### config.mk
export PLATFORM = sky130hd
export DESIGN_NAME = bist_top
export DESIGN_NICKNAME = d
export VERILOG_FILES = /design/src/rtl/bist_pkg.sv /design/src/rtl/bist_seq.sv /design/src/rtl/bist_log.sv /design/src/rtl/bist_status.sv /design/src/rtl/bist_top.sv
export SDC_FILE = /design/constraint.sdc
export NUM_CORES = 1
export LEC_CHECK = 0
export ABC_AREA = 1
export BUFFER_PORTS_ARGS = -buffer_cell sky130_fd_sc_hd__clkbuf_2
export CAP_MARGIN = 10
export CORE_MARGIN = 2
export CORE_UTILIZATION = 55
export CTS_CLUSTER_DIAMETER = 50
export DETAILED_ROUTE_END_ITERATION = 8
export HOLD_SLACK_MARGIN = 0.12
export PLACE_DENSITY = 0.8
export REMOVE_ABC_BUFFERS = 1
export SLEW_MARGIN = 40
export SYNTH_ARGS = -nofsm -noshare
export SYNTH_HDL_FRONTEND = slang
export SYNTH_SLANG_ARGS = --single-unit
export TNS_END_PERCENT = 5
### constraint.sdc
create_clock -name clk -period 2.5 [get_ports clk]
set_input_delay 0.5 -clock clk [delete_from_list [all_inputs] [get_ports clk]]
set_output_delay 0.5 -clock clk [all_outputs]
set_load 0.05 [all_outputs]
### src/rtl/bist_pkg.sv
package bist_pkg;

    typedef enum logic [1:0] {
        ST_IDLE  = 2'd0,
        ST_FILL  = 2'd1,
        ST_CHECK = 2'd2,
        ST_WAIT  = 2'd3
    } bist_state_e;

    // first-pass pattern; the second pass uses its complement
    localparam logic [31:0] PAT_FIRST  = 32'hAAAA_AAAA;
    localparam logic [7:0]  STATUS_TAG = 8'h04;

endpackage

### src/rtl/bist_seq.sv
module bist_seq
    import bist_pkg::*;
#(
    parameter logic [31:0] BASE_ADDR   = 32'h0,
    parameter int          WORDS       = 64,
    parameter int          BURST_WORDS = 8
) (
    input  logic        clk,
    input  logic        rst_n,
    input  logic        start,
    output logic        busy,
    output logic        done,
    output logic        clr,
    output logic [31:0] mem_addr,
    output logic        mem_we,
    output logic [31:0] mem_wdata,
    output logic        cmp_vld,
    output logic [31:0] cmp_addr,
    output logic [31:0] cmp_exp
);

    localparam int BURSTS  = WORDS / BURST_WORDS;
    localparam int BEAT_W  = (BURST_WORDS > 1) ? $clog2(BURST_WORDS) : 1;
    localparam int BURST_W = (BURSTS > 1) ? $clog2(BURSTS) : 1;

    typedef struct packed {
        bist_state_e        state;
        logic               pass_sel;
        logic [BEAT_W-1:0]  beat;
        logic [BURST_W-1:0] burst;
        logic               cmp_vld;
        logic [31:0]        cmp_addr;
        logic [31:0]        cmp_exp;
        logic               done;
    } seq_t;

    seq_t q, d;

    logic [31:0] pat;
    logic [31:0] word_idx;
    logic [31:0] cur_addr;
    logic        last_beat;
    logic        last_burst;

    always_comb begin
        pat        = q.pass_sel ? ~PAT_FIRST : PAT_FIRST;
        word_idx   = 32'(q.burst) * 32'(BURST_WORDS) + 32'(q.beat);
        cur_addr   = BASE_ADDR + (word_idx << 2);
        last_beat  = (q.beat == BEAT_W'(BURST_WORDS - 1));
        last_burst = (q.burst == BURST_W'(BURSTS - 1));

        d         = q;
        d.done    = 1'b0;
        d.cmp_vld = 1'b0;
        clr       = 1'b0;

        // shared burst/beat stepping for both fill and check
        if (q.state == ST_FILL || q.state == ST_CHECK) begin
            if (last_beat) begin
                d.beat  = '0;
                d.burst = last_burst ? '0 : q.burst + 1'b1;
            end else begin
                d.beat = q.beat + 1'b1;
            end
        end

        case (q.state)
            ST_IDLE: begin
                if (start) begin
                    clr        = 1'b1;
                    d.state    = ST_FILL;
                    d.pass_sel = 1'b0;
                    d.beat     = '0;
                    d.burst    = '0;
                end
            end
            ST_FILL: begin
                if (last_beat && last_burst) d.state = ST_CHECK;
            end
            ST_CHECK: begin
                d.cmp_vld  = 1'b1;
                d.cmp_addr = cur_addr;
                d.cmp_exp  = pat;
                if (last_beat && last_burst) d.state = ST_WAIT;
            end
            ST_WAIT: begin
                // last compare of this pass is consumed at the end of this cycle
                if (q.pass_sel) begin
                    d.state    = ST_IDLE;
                    d.pass_sel = 1'b0;
                    d.done     = 1'b1;
                end else begin
                    d.state    = ST_FILL;
                    d.pass_sel = 1'b1;
                end
            end
            default: d.state = ST_IDLE;
        endcase
    end

    always_ff @(posedge clk or negedge rst_n) begin
        if (!rst_n) begin
            q.state    <= ST_IDLE;
            q.pass_sel <= 1'b0;
            q.beat     <= '0;
            q.burst    <= '0;
            q.cmp_vld  <= 1'b0;
            q.cmp_addr <= '0;
            q.cmp_exp  <= '0;
            q.done     <= 1'b0;
        end else begin
            q <= d;
        end
    end

    assign busy      = (q.state != ST_IDLE);
    assign done      = q.done;
    assign mem_addr  = cur_addr;
    assign mem_we    = (q.state == ST_FILL);
    assign mem_wdata = pat;
    assign cmp_vld   = q.cmp_vld;
    assign cmp_addr  = q.cmp_addr;
    assign cmp_exp   = q.cmp_exp;

endmodule

### src/rtl/bist_log.sv
module bist_log #(
    parameter int CNT_W = 24
) (
    input  logic             clk,
    input  logic             rst_n,
    input  logic             clr,
    input  logic             cmp_vld,
    input  logic [31:0]      cmp_addr,
    input  logic [31:0]      cmp_exp,
    input  logic [31:0]      rdata,
    output logic [CNT_W-1:0] lo_cnt,
    output logic [CNT_W-1:0] hi_cnt,
    output logic [31:0]      max_addr,
    output logic [31:0]      fail_map
);

    typedef struct packed {
        logic [CNT_W-1:0] lo;
        logic [CNT_W-1:0] hi;
        logic [31:0]      max;
        logic [31:0]      map;
    } log_t;

    log_t q, d;

    logic        miss;
    logic [31:0] win_hit;

    // one-hot decode of the 256 KiB window index
    for (genvar g = 0; g < 32; g++) begin : g_win
        assign win_hit[g] = (cmp_addr[22:18] == 5'(g));
    end

    always_comb begin
        miss = cmp_vld && (rdata != cmp_exp);
        d    = q;
        if (clr) begin
            d = '0;
        end else if (miss) begin
            if (cmp_addr[3:0] < 4'd8) begin
                if (q.lo != '1) d.lo = q.lo + 1'b1;
            end else begin
                if (q.hi != '1) d.hi = q.hi + 1'b1;
            end
            if (cmp_addr > q.max) d.max = cmp_addr;
            d.map = q.map | win_hit;
        end
    end

    always_ff @(posedge clk or negedge rst_n) begin
        if (!rst_n) q <= '0;
        else        q <= d;
    end

    assign lo_cnt   = q.lo;
    assign hi_cnt   = q.hi;
    assign max_addr = q.max;
    assign fail_map = q.map;

endmodule

### src/rtl/bist_status.sv
module bist_status
    import bist_pkg::*;
#(
    parameter int CNT_W = 24
) (
    input  logic [CNT_W-1:0] lo_cnt,
    input  logic [CNT_W-1:0] hi_cnt,
    input  logic [31:0]      max_addr,
    output logic [31:0]      status,
    output logic             pass_ok
);

    logic lo_any;
    logic hi_any;

    always_comb begin
        lo_any  = (lo_cnt != '0);
        hi_any  = (hi_cnt != '0);
        status  = {STATUS_TAG, 24'h0};
        status  = status | {6'b0, hi_any, lo_any, 24'h0};
        status  = status | (max_addr >> 2);
        pass_ok = !lo_any && !hi_any;
    end

endmodule

### src/rtl/bist_top.sv
module bist_top #(
    parameter logic [31:0] BASE_ADDR    = 32'h0000_0000,
    parameter int          REGION_BYTES = 32'h0180_0000,
    parameter int          BURST_WORDS  = 8,
    parameter int          CNT_W        = 24
) (
    input  logic             clk,
    input  logic             rst_n,
    input  logic             start,
    output logic             busy,
    output logic             done,
    output logic [31:0]      mem_addr,
    output logic             mem_we,
    output logic [31:0]      mem_wdata,
    input  logic [31:0]      mem_rdata,
    output logic [31:0]      status,
    output logic             pass,
    output logic [CNT_W-1:0] fail_lo_cnt,
    output logic [CNT_W-1:0] fail_hi_cnt,
    output logic [31:0]      fail_map
);

    localparam int WORDS = REGION_BYTES / 4;

    logic        clr;
    logic        cmp_vld;
    logic [31:0] cmp_addr;
    logic [31:0] cmp_exp;
    logic [31:0] max_addr;

    bist_seq #(
        .BASE_ADDR  (BASE_ADDR),
        .WORDS      (WORDS),
        .BURST_WORDS(BURST_WORDS)
    ) u_seq (
        .clk      (clk),
        .rst_n    (rst_n),
        .start    (start),
        .busy     (busy),
        .done     (done),
        .clr      (clr),
        .mem_addr (mem_addr),
        .mem_we   (mem_we),
        .mem_wdata(mem_wdata),
        .cmp_vld  (cmp_vld),
        .cmp_addr (cmp_addr),
        .cmp_exp  (cmp_exp)
    );

    bist_log #(.CNT_W(CNT_W)) u_log (
        .clk     (clk),
        .rst_n   (rst_n),
        .clr     (clr),
        .cmp_vld (cmp_vld),
        .cmp_addr(cmp_addr),
        .cmp_exp (cmp_exp),
        .rdata   (mem_rdata),
        .lo_cnt  (fail_lo_cnt),
        .hi_cnt  (fail_hi_cnt),
        .max_addr(max_addr),
        .fail_map(fail_map)
    );

    bist_status #(.CNT_W(CNT_W)) u_stat (
        .lo_cnt  (fail_lo_cnt),
        .hi_cnt  (fail_hi_cnt),
        .max_addr(max_addr),
        .status  (status),
        .pass_ok (pass)
    );

endmodule

After elaboration in Yosys (flattened, before gate mapping)
Index checks and enable logic that the tools add are counted.
{ "totals": {"rom_bits": 0, "output_inout_bits": 180, "word_cells": 110, "ff_bits": 202, "mem_count": 0, "latch_bits": 0, "mem_bits_rw": 0, "inputBits": 35} }
{ "classes": {"mux": 24, "add_sub_neg": 5, "n_eq_ne": 43, "mul": 0, "bitwise_logic": 2, "magnitude_cmp": 2, "n_div": 0, "shift": 0, "reduce_logical": 22} }
{ "op_table": {"columns": ["cell", "n"], "rows": [
  ["$mux W112", 2],
  ["$mux W24", 4],
  ["$eq A5 B5 Y1 const B", 16],
  ["$mux W65", 1],
  ["$mux W32", 2],
  ["$add A24 B1 Y24 const B", 2],
  ["$ne A24 B24 Y1 const B", 2],
  ["$reduce_bool A24 Y1", 2],
  ["$mux W23", 2],
  ["$eq A5 B4 Y1 const B", 8],
  ["$mux W20", 2],
  ["$gt A32 B32 Y1", 1],
  ["$ne A32 B32 Y1", 1],
  ["$or A32 B32 Y32", 1],
  ["$or A27 B30 Y30", 1],
  ["$mux W26", 1],
  ["$add A23 B3 Y24", 1],
  ["$add A20 B1 Y20 const B", 1],
  ["$eq A20 B20 Y1 const B", 1],
  ["$eq A5 B3 Y1 const B", 4],
  ["$reduce_bool A2 Y1", 7],
  ["$eq A5 B2 Y1 const B", 2],
  ["$reduce_and A3 Y1", 3],
  ["$pmux W2 S4", 1],
  ["18 further kinds", 30]
]} }

Depth between registers and ports, before layout
Gate-level depths: netlist (run 1).
{ "logic_depth": {"depth_word": 6, "mapped_depth": 15, "mapped_depth_nobuf": 14} }

Modules after synthesis
A second synthesis (run 1) with hierarchy kept.
{ "unflattened": {"hier_cells": 1541, "area_unflattened_um2": 11350.9} }
{ "modules_own_cells": {"columns": ["module", "area_per_inst_um2", "instances", "seq_area_each_um2", "cells_per_inst"], "rows": [
  ["bist_log", 7358.3, 1, 2802.7, 1019],
  ["bist_seq", 3565.9, 1, 1326.3, 441],
  ["bist_status", 426.7, 1, 0.0, 81]
]} }

Least setup slack after synthesis (run 1)
OpenSTA, ideal clock, no wires.
{ "synth_timing": {"kind": "register to output", "from": "register u_log.q, in the netlist u_log.lo_cnt[0]", "to": "output pass", "required_ns": 2.000, "path_buffers": 0, "setup_slack_ns": -0.014, "stages_incl_launch_ff": 8, "arrival_time_ns": 2.014, "path_cell_list": "dfrtp_1 inv_1 ha_1 nand4_1 nor4_1 nand3_1 nand3b_1 nor2_1"} }
{ "synth_via": {"elab_chain_len": 3} }
{ "synth_lines": {"columns": ["item", "line_no", "rtl"], "rows": [
  ["from (decl)", "bist_log.sv:24", "log_t q, d;"],
  ["from (signal assigned)", "bist_log.sv:51", "if (!rst_n) q <= '0;"],
  ["from (signal assigned)", "bist_log.sv:52", "else q <= d;"],
  ["$reduce_bool A24 Y1", "bist_status.sv:17", "lo_any = (lo_cnt != '0);"],
  ["via u_stat.lo_any", "bist_status.sv:13", "logic lo_any;"],
  ["$logic_not A1 Y1", "bist_status.sv:22", "pass_ok = !lo_any && !hi_any;"],
  ["$logic_and A1 B1 Y1", "bist_status.sv:22", null],
  ["to (decl)", "bist_top.sv:17", "output logic pass,"]
]} }
The timed path passes the listed nets, and every way through them passes these cells.

Worst setup path after layout (run 1)
{ "layout_timing": {"from": "register u_log.q, in the netlist u_log.lo_cnt[1]", "to": "output pass"} }
{ "layout_via": {"elab_chain_len": 3} }
{ "layout_lines": {"columns": ["item", "line_no"], "rows": [
  ["$reduce_bool A24 Y1", "bist_status.sv:17"],
  ["$logic_not A1 Y1", "bist_status.sv:22"],
  ["$logic_and A1 B1 Y1", "bist_status.sv:22"]
]} }
Every way passes these cells.

==> out/results.tsv, run 1 <==
metric	value	unit
outcome	complete, but fails checks	
failed_checks	setup timing	
crit_arrival	2.02	ns
routed_wl	24200	um
ys_warn_count	0	
num_antenna_cells	0	
hold_depth	5	
rsz0062_at_grt	yes	
finalCritPeriodShare	101	%
max-slew-margin-rel	51.9	%
grt_antenna_before_repair	0	
tritoncts	built	
min-delay-start	start	
ys_ff_latch	156	
first_global_vias	8220	
timing.final.crit_period	2.52	ns
h-tree-depth	4	
dieArea	0.0188	sq mm
leakage	5.75	nW
drive_gt1_share	20.1	%
grt_overflow	0	
insertion_delay	0.43	ns
finalHoldViolCount	0	
fin_cells	1716	
post_synth_mux_area_share	0	%
drv_cap	0	
synth-main-ff-cell	dfrtp_1	
grt_max_degree	62	
critPathKind	reg -> out	
rrSetupSlack	0.18	ns
grt_usage	26.2	%
yosys.cell_count.top_type	nand2_1	
vias_per_cell	5.23	
ys_types	39	
wl_per_cell	14.1	um
drt-initial-drc-count	581	
dp.cells	1680	
yosys-top-cells-count	379 x nand2_1, 156 x dfrtp_1, 156 x nor2_1	
synthToLayoutAreaGrowth	15.0	%
synth-compound-area-share	4.78	%
yosys.area_share.simple	33.9	%
hold_path_end	u_seq.q[89]	
fin_nets	1547	
start_util	56.3	%
tightest_slew	0.717	ns
rows	48	
maxSlewViolCount	0	
syn-cell-area	0.00974	sq mm
synthTopCellsByArea	dfrtp_1 40%, nand2_1 15%, nor2_1 6.0%	
synth_top_area_share	40.1	%
syn_area_per_cell	7.28	sq um
synth-seq-area-share	40.1	%
postRouteAntennaNets	0	
io_pins	215	
dr.pass1.iters	5	
setup_viol	1	
drc	0	
synth_cells	1339	
synthAdderAreaFrac	4.37	%
fp.dieW	137	um
synth_top_cell_by_area	dfrtp_1	
timing.rr.start	u_log.lo_cnt[0]	
fmax	397	MHz
gp_congestion	0.938	
worst_slack	-0.0189	ns
synth_top_family_by_area	simple AND/OR/NAND/NOR gates	
final_util	64.8	%
r2r_end	u_log.lo_cnt[4]	
synth-edff-count	0	
io_buffers	198	
dp_hpwl	17800	um
synthXorXnorAreaFrac	3.33	%
min_path_type	in -> reg	
end_kind	primary output	
clock-sinks	156	
worstPathRequired	2.00	ns
cts_buffers	17	
clock_path_buffers	2	
grt_pass1_wl	39500	um
power.density	898	mW/mm^2
finClkSkew	0.00971	ns
ir_drop	0.626	mV
num_vias	8978	
clkTransAtPathRegs	0.07	ns
worst-r2r-cell-count	13	
critPathLaunchType	register	
die_h	137	um
cp_max_fo	2	
core_area	0.0173	sq mm
synth-async-reset-ratio	100	%
clockRootBuffer	clkbuf_16	
state kept, by name, summed over array words and instances (netlist names):
register / count
u_log.max_addr: 23
u_log.fail_map: 32
u_seq.q: 26
u_seq.cmp_exp: 2
u_log.lo_cnt: 24
u_seq.done: 1
u_seq.cmp_vld: 1
u_log.hi_cnt: 24
u_seq.cmp_addr: 23
kinds of logic after synthesis:
kind of cell               Yosys count
buffers and inverters              263
DFF                                156
xor gates and xnor gates            37
other                                2
AOI/OAI and AO/OA                   89
and+or+nand+nor                    758
adders and majority gates           34
area by class of cell:
| cell class | instances | area (sq um) |
|---|---|---|
| clock inverter | 15 | 178 |
| fill | 1539 | 6090 |
| inverter | 145 | 544 |
| multi-input combinational | 934 | 4610 |
| tap | 225 | 282 |
| clock buffer | 17 | 425 |
| timing repair buffer | 224 | 1260 |
| sequential | 156 | 3910 |
where the power goes:
group / total, mW / internal [mW] / switching [mW]
clock: 2.68 / 1.51 / 1.17
sequential: 2.95 / 2.72 / 0.232
combinational: 4.43 / 1.05 / 3.38
per-stage QoR:
step	power (mW)	hold WS [ns]	instance area (sq um)	TNS (ns)	setup slack [ns]
final	10.1	0.497	11200	-0.0189	-0.0189
after global routing	10.6	0.540	11200	-2.81	-0.143
after detailed placement	7.29	0.461	10500	0	0.149
after floorplan	5.71	0.204	9020	-388.62	-12.97
after CTS	10.1	0.483	11200	-0.135	-0.118
after global placement	7.23	0.460	10500	0	0.193
worst max-delay path, stage by stage (launching register included):
cell and delay, ns:
dfrtp_1 0.39, inv_2 0.08, ha_4 0.12, nand4_1 0.10, nor4_2 0.24, nand3_1 0.10, nand3b_1 0.21, nor2_1 0.14
clkbuf_8 0.20
what timing repair did:
action                                 in CTS  in global routing
hold buffers                                1                  0
buffers inserted                            2                  1
pin swaps                                   5                  3
gates resized for setup                    10                  8
setup endpoints to repair                   2                 52
endpoints found under the hold margin      43                  0
worst max-delay path by stage:
stage | depth (start not counted) | startpoint | end
floorplan | 4 | u_seq.q[89] | u_seq.q[90]
global placement | 13 | u_log.hi_cnt[0] | u_log.hi_cnt[5]
detailed placement | 8 | u_log.lo_cnt[0] | pass
finish | 8 | u_log.lo_cnt[1] | pass
global route | 8 | u_log.lo_cnt[0] | pass
CTS | 8 | u_log.lo_cnt[1] | pass
metal layers:
metal	vias to the layer above	wire length (um)	global-route usage (%)	part of all wire, %
met2	318	11600	43.4	48
li1	4455	-	-	-
met4	0	431	8.25	1.8
met5	-	0	0	0
met1	4164	10500	34.8	44
met3	41	1620	4.89	6.7
placed cells by master (no fill, tap or decap), types with 12 or more instances in the layout:
master,n
a21oi_1,51
buf_4,21
clkbuf_16,17
clkbuf_2,194
conb_1,16
dfrtp_1,153
ha_1,33
inv_1,136
nand2_1,378
nand2_2,14
nand3_1,109
nand4_1,38
nor2_1,153
nor3_1,24
o21ai_0,30
xnor2_1,12
xor2_1,25
(Power assumes the default switching activity.)
==> run 2, diff against run 1 <==
--- a/config.mk
+++ b/config.mk
@@ -5,11 +5,10 @@
 export SDC_FILE = /design/constraint.sdc
 export NUM_CORES = 1
 export LEC_CHECK = 0
-export ABC_AREA = 1
 export BUFFER_PORTS_ARGS = -buffer_cell sky130_fd_sc_hd__clkbuf_2
 export CAP_MARGIN = 10
 export CORE_MARGIN = 2
-export CORE_UTILIZATION = 55
+export CORE_UTILIZATION = 54
 export CTS_CLUSTER_DIAMETER = 50
 export DETAILED_ROUTE_END_ITERATION = 8
 export HOLD_SLACK_MARGIN = 0.12
==> out/results.tsv, run 2 <==
metric	value	unit
vias_per_cell	5.56	
fmax	416	MHz
fin_nets	1137	
yosys.area_share.simple	20.4	%
dieArea	0.0169	sq mm
synth-seq-area-share	45.6	%
crit_arrival	1.90	ns
yosys-top-cells-count	156 x dfrtp_1, 93 x nor2_1, 73 x buf_4	
synth-async-reset-ratio	100	%
synthAdderAreaFrac	4.97	%
leakage	5.09	nW
crit_buf_inv	2	
num_vias	7210	
clock_path_buffers	2	
first_global_vias	6711	
outcome	finished, final reports clean	
syn-cell-area	0.00855	sq mm
rsz0062_at_grt	yes	
gp_congestion	0.847	
drt-initial-drc-count	379	
timing.rr.start	u_log.max_addr[17]	
cp_top_family	simple AND/OR/NAND/NOR gates	
finalHoldViolCount	0	
slowest_stage	dfrtp_2	
drv_cap	0	
yosys.cell_count.top_type	dfrtp_1	
synth_top_area_share	45.6	%
min_path_type	in -> reg	
wl_per_cell	15.9	um
syn_area_per_cell	9.46	sq um
synth_cells	904	
synthXorXnorAreaFrac	4.40	%
synth-compound-area-share	10.8	%
layout_commonest_cell	clkbuf_2	
grt_pass1_wl	33000	um
grt_antenna_before_repair	0	
ir_drop	0.451	mV
grt_max_degree	84	
start_util	54.6	%
core_area	0.0157	sq mm
timing.final.crit_period	2.40	ns
max-slew-margin-rel	57.3	%
min-delay-start	start	
ys_types	51	
power.density	601	mW/mm^2
end_kind	primary output	
dp_hpwl	14300	um
finalCritPeriodShare	96.2	%
ys_ff_latch	156	
cp_max_fo	3	
synth-main-ff-cell	dfrtp_1	
fp.dieW	130	um
drive_gt1_share	29.0	%
worstPathRequired	2.00	ns
h-tree-depth	4	
synth_top_cell_by_area	dfrtp_1	
insertion_delay	0.43	ns
tightest_slew	0.640	ns
slowest_delay	0.41	ns
io_buffers	198	
hold_path_end	u_seq.q[89]	
io_pins	215	
post_synth_mux_area_share	3.26	%
r2r_end	u_log.max_addr[16]	
synthToLayoutAreaGrowth	20.0	%
synth_top_family_by_area	simple AND/OR/NAND/NOR gates	
hold_ws	0.451	ns
worst-r2r-cell-count	10	
layout_common_cells	196 x clkbuf_2, 154 x dfrtp_1, 91 x nor2_1	
postRouteAntennaNets	0	
num_antenna_cells	0	
crit_path_cell_trace	inv_1 -> ha_1 -> nor4b_4 -> and4_1 -> nand3_2 -> nor2_4 -> buf_8	
rrSetupSlack	0.17	ns
critPathKind	reg -> out	
clock-sinks	156	
power.total	6.17	mW
dr.pass1.iters	5	
hold_depth	4	
clockRootBuffer	clkbuf_16	
critPathLaunchType	register	
cts_buffers	17	
finClkSkew	0.00855	ns
clkTransAtPathRegs	0.06	ns
routed_wl	20600	um
largest_reg_flops	32	
setup_viol	0	
grt_usage	24.5	%
ys_warn_count	0	
tritoncts	built	
synthTopCellsByArea	dfrtp_1 46%, buf_4 6.4%, ha_1 5.0%	
maxSlewViolCount	0	
grt_overflow	0	
die_h	130	um
drc	0	
synth-edff-count	0	
rows	46	
[run 2: timing repair]
| item | in CTS | in global routing |
|---|---|---|
| pin swaps | 0 | 2 |
| resized for setup | 6 | 13 |
| setup endpoints to repair | 3 | 19 |
| hold buffers | 1 | 0 |
| endpoints found under the hold margin | 46 | 0 |
| setup buffers | 2 | 1 |
[run 2: worst max path at each step]
stage                                from            endpoint  depth (start not counted)
final                     u_log.hi_cnt[1]                pass                          7
after global routing      u_log.lo_cnt[0]                pass                          7
after CTS                 u_log.lo_cnt[0]                pass                          7
after detailed placement    mem_rdata[21]  u_log.fail_map[26]                          8
after global placement      mem_rdata[21]   u_log.fail_map[0]                          8
after floorplan               u_seq.q[89]         u_seq.q[90]                          3
[run 2: per-layer routing]
layer	share of wire [%]	global-route usage (%)	vias to the layer above
met2	49	39.7	183
met3	4.4	5.25	29
li1	-	-	3440
met1	45	33.6	3558
met4	1.5	7.15	0
met5	0	0	-
[run 2: final cells by class]
cell class                      instances  area, sq um
Timing Repair Buffer                  240         1410
Clock inverter                         12          171
Multi-Input combinational cell        611         3900
Tap cell                              216          270
Clock buffer                           19          443
Inverter                               42          158
Fill cell                            1300         5390
Sequential cell                       156         3910
[run 2: power breakdown]
part,switching (mW),internal (mW),total (mW)
Clock,1.02,1.68,2.70
Combinational,0.589,0.179,0.768
Sequential,0.110,2.59,2.70
Total,1.72,4.45,6.17
[run 2: cell families after synthesis]
family	after synthesis
simple gates	347
compound gates	146
other cells	2
flops	156
xor+xnor	43
mux	25
fa+ha+maj	34
buf+inv	151
[run 2: worst min-delay path, cell delays in order]
cell and delay [ns]:
clkbuf_2 0.12, xor2_1 0.07, nor2_1 0.09, a211oi_1 0.05
[run 2: through the flow]
step / util [%] / cells / TNS (ns) / setup WS [ns] / area [sq um]
after global routing: 65.6 / 1296 / -0.0262 / -0.0221 / 10300
final: 65.6 / 1296 / 0 / 0.0950 / 10300
after detailed placement: 60.9 / 1261 / -2.95 / -0.103 / 9530
after floorplan: - / 809 / -414.54 / -13.12 / 7880
after global placement: 60.9 / 1261 / -3.07 / -0.0873 / 9530
after CTS: 65.1 / 1295 / 0 / 0.000659 / 10200
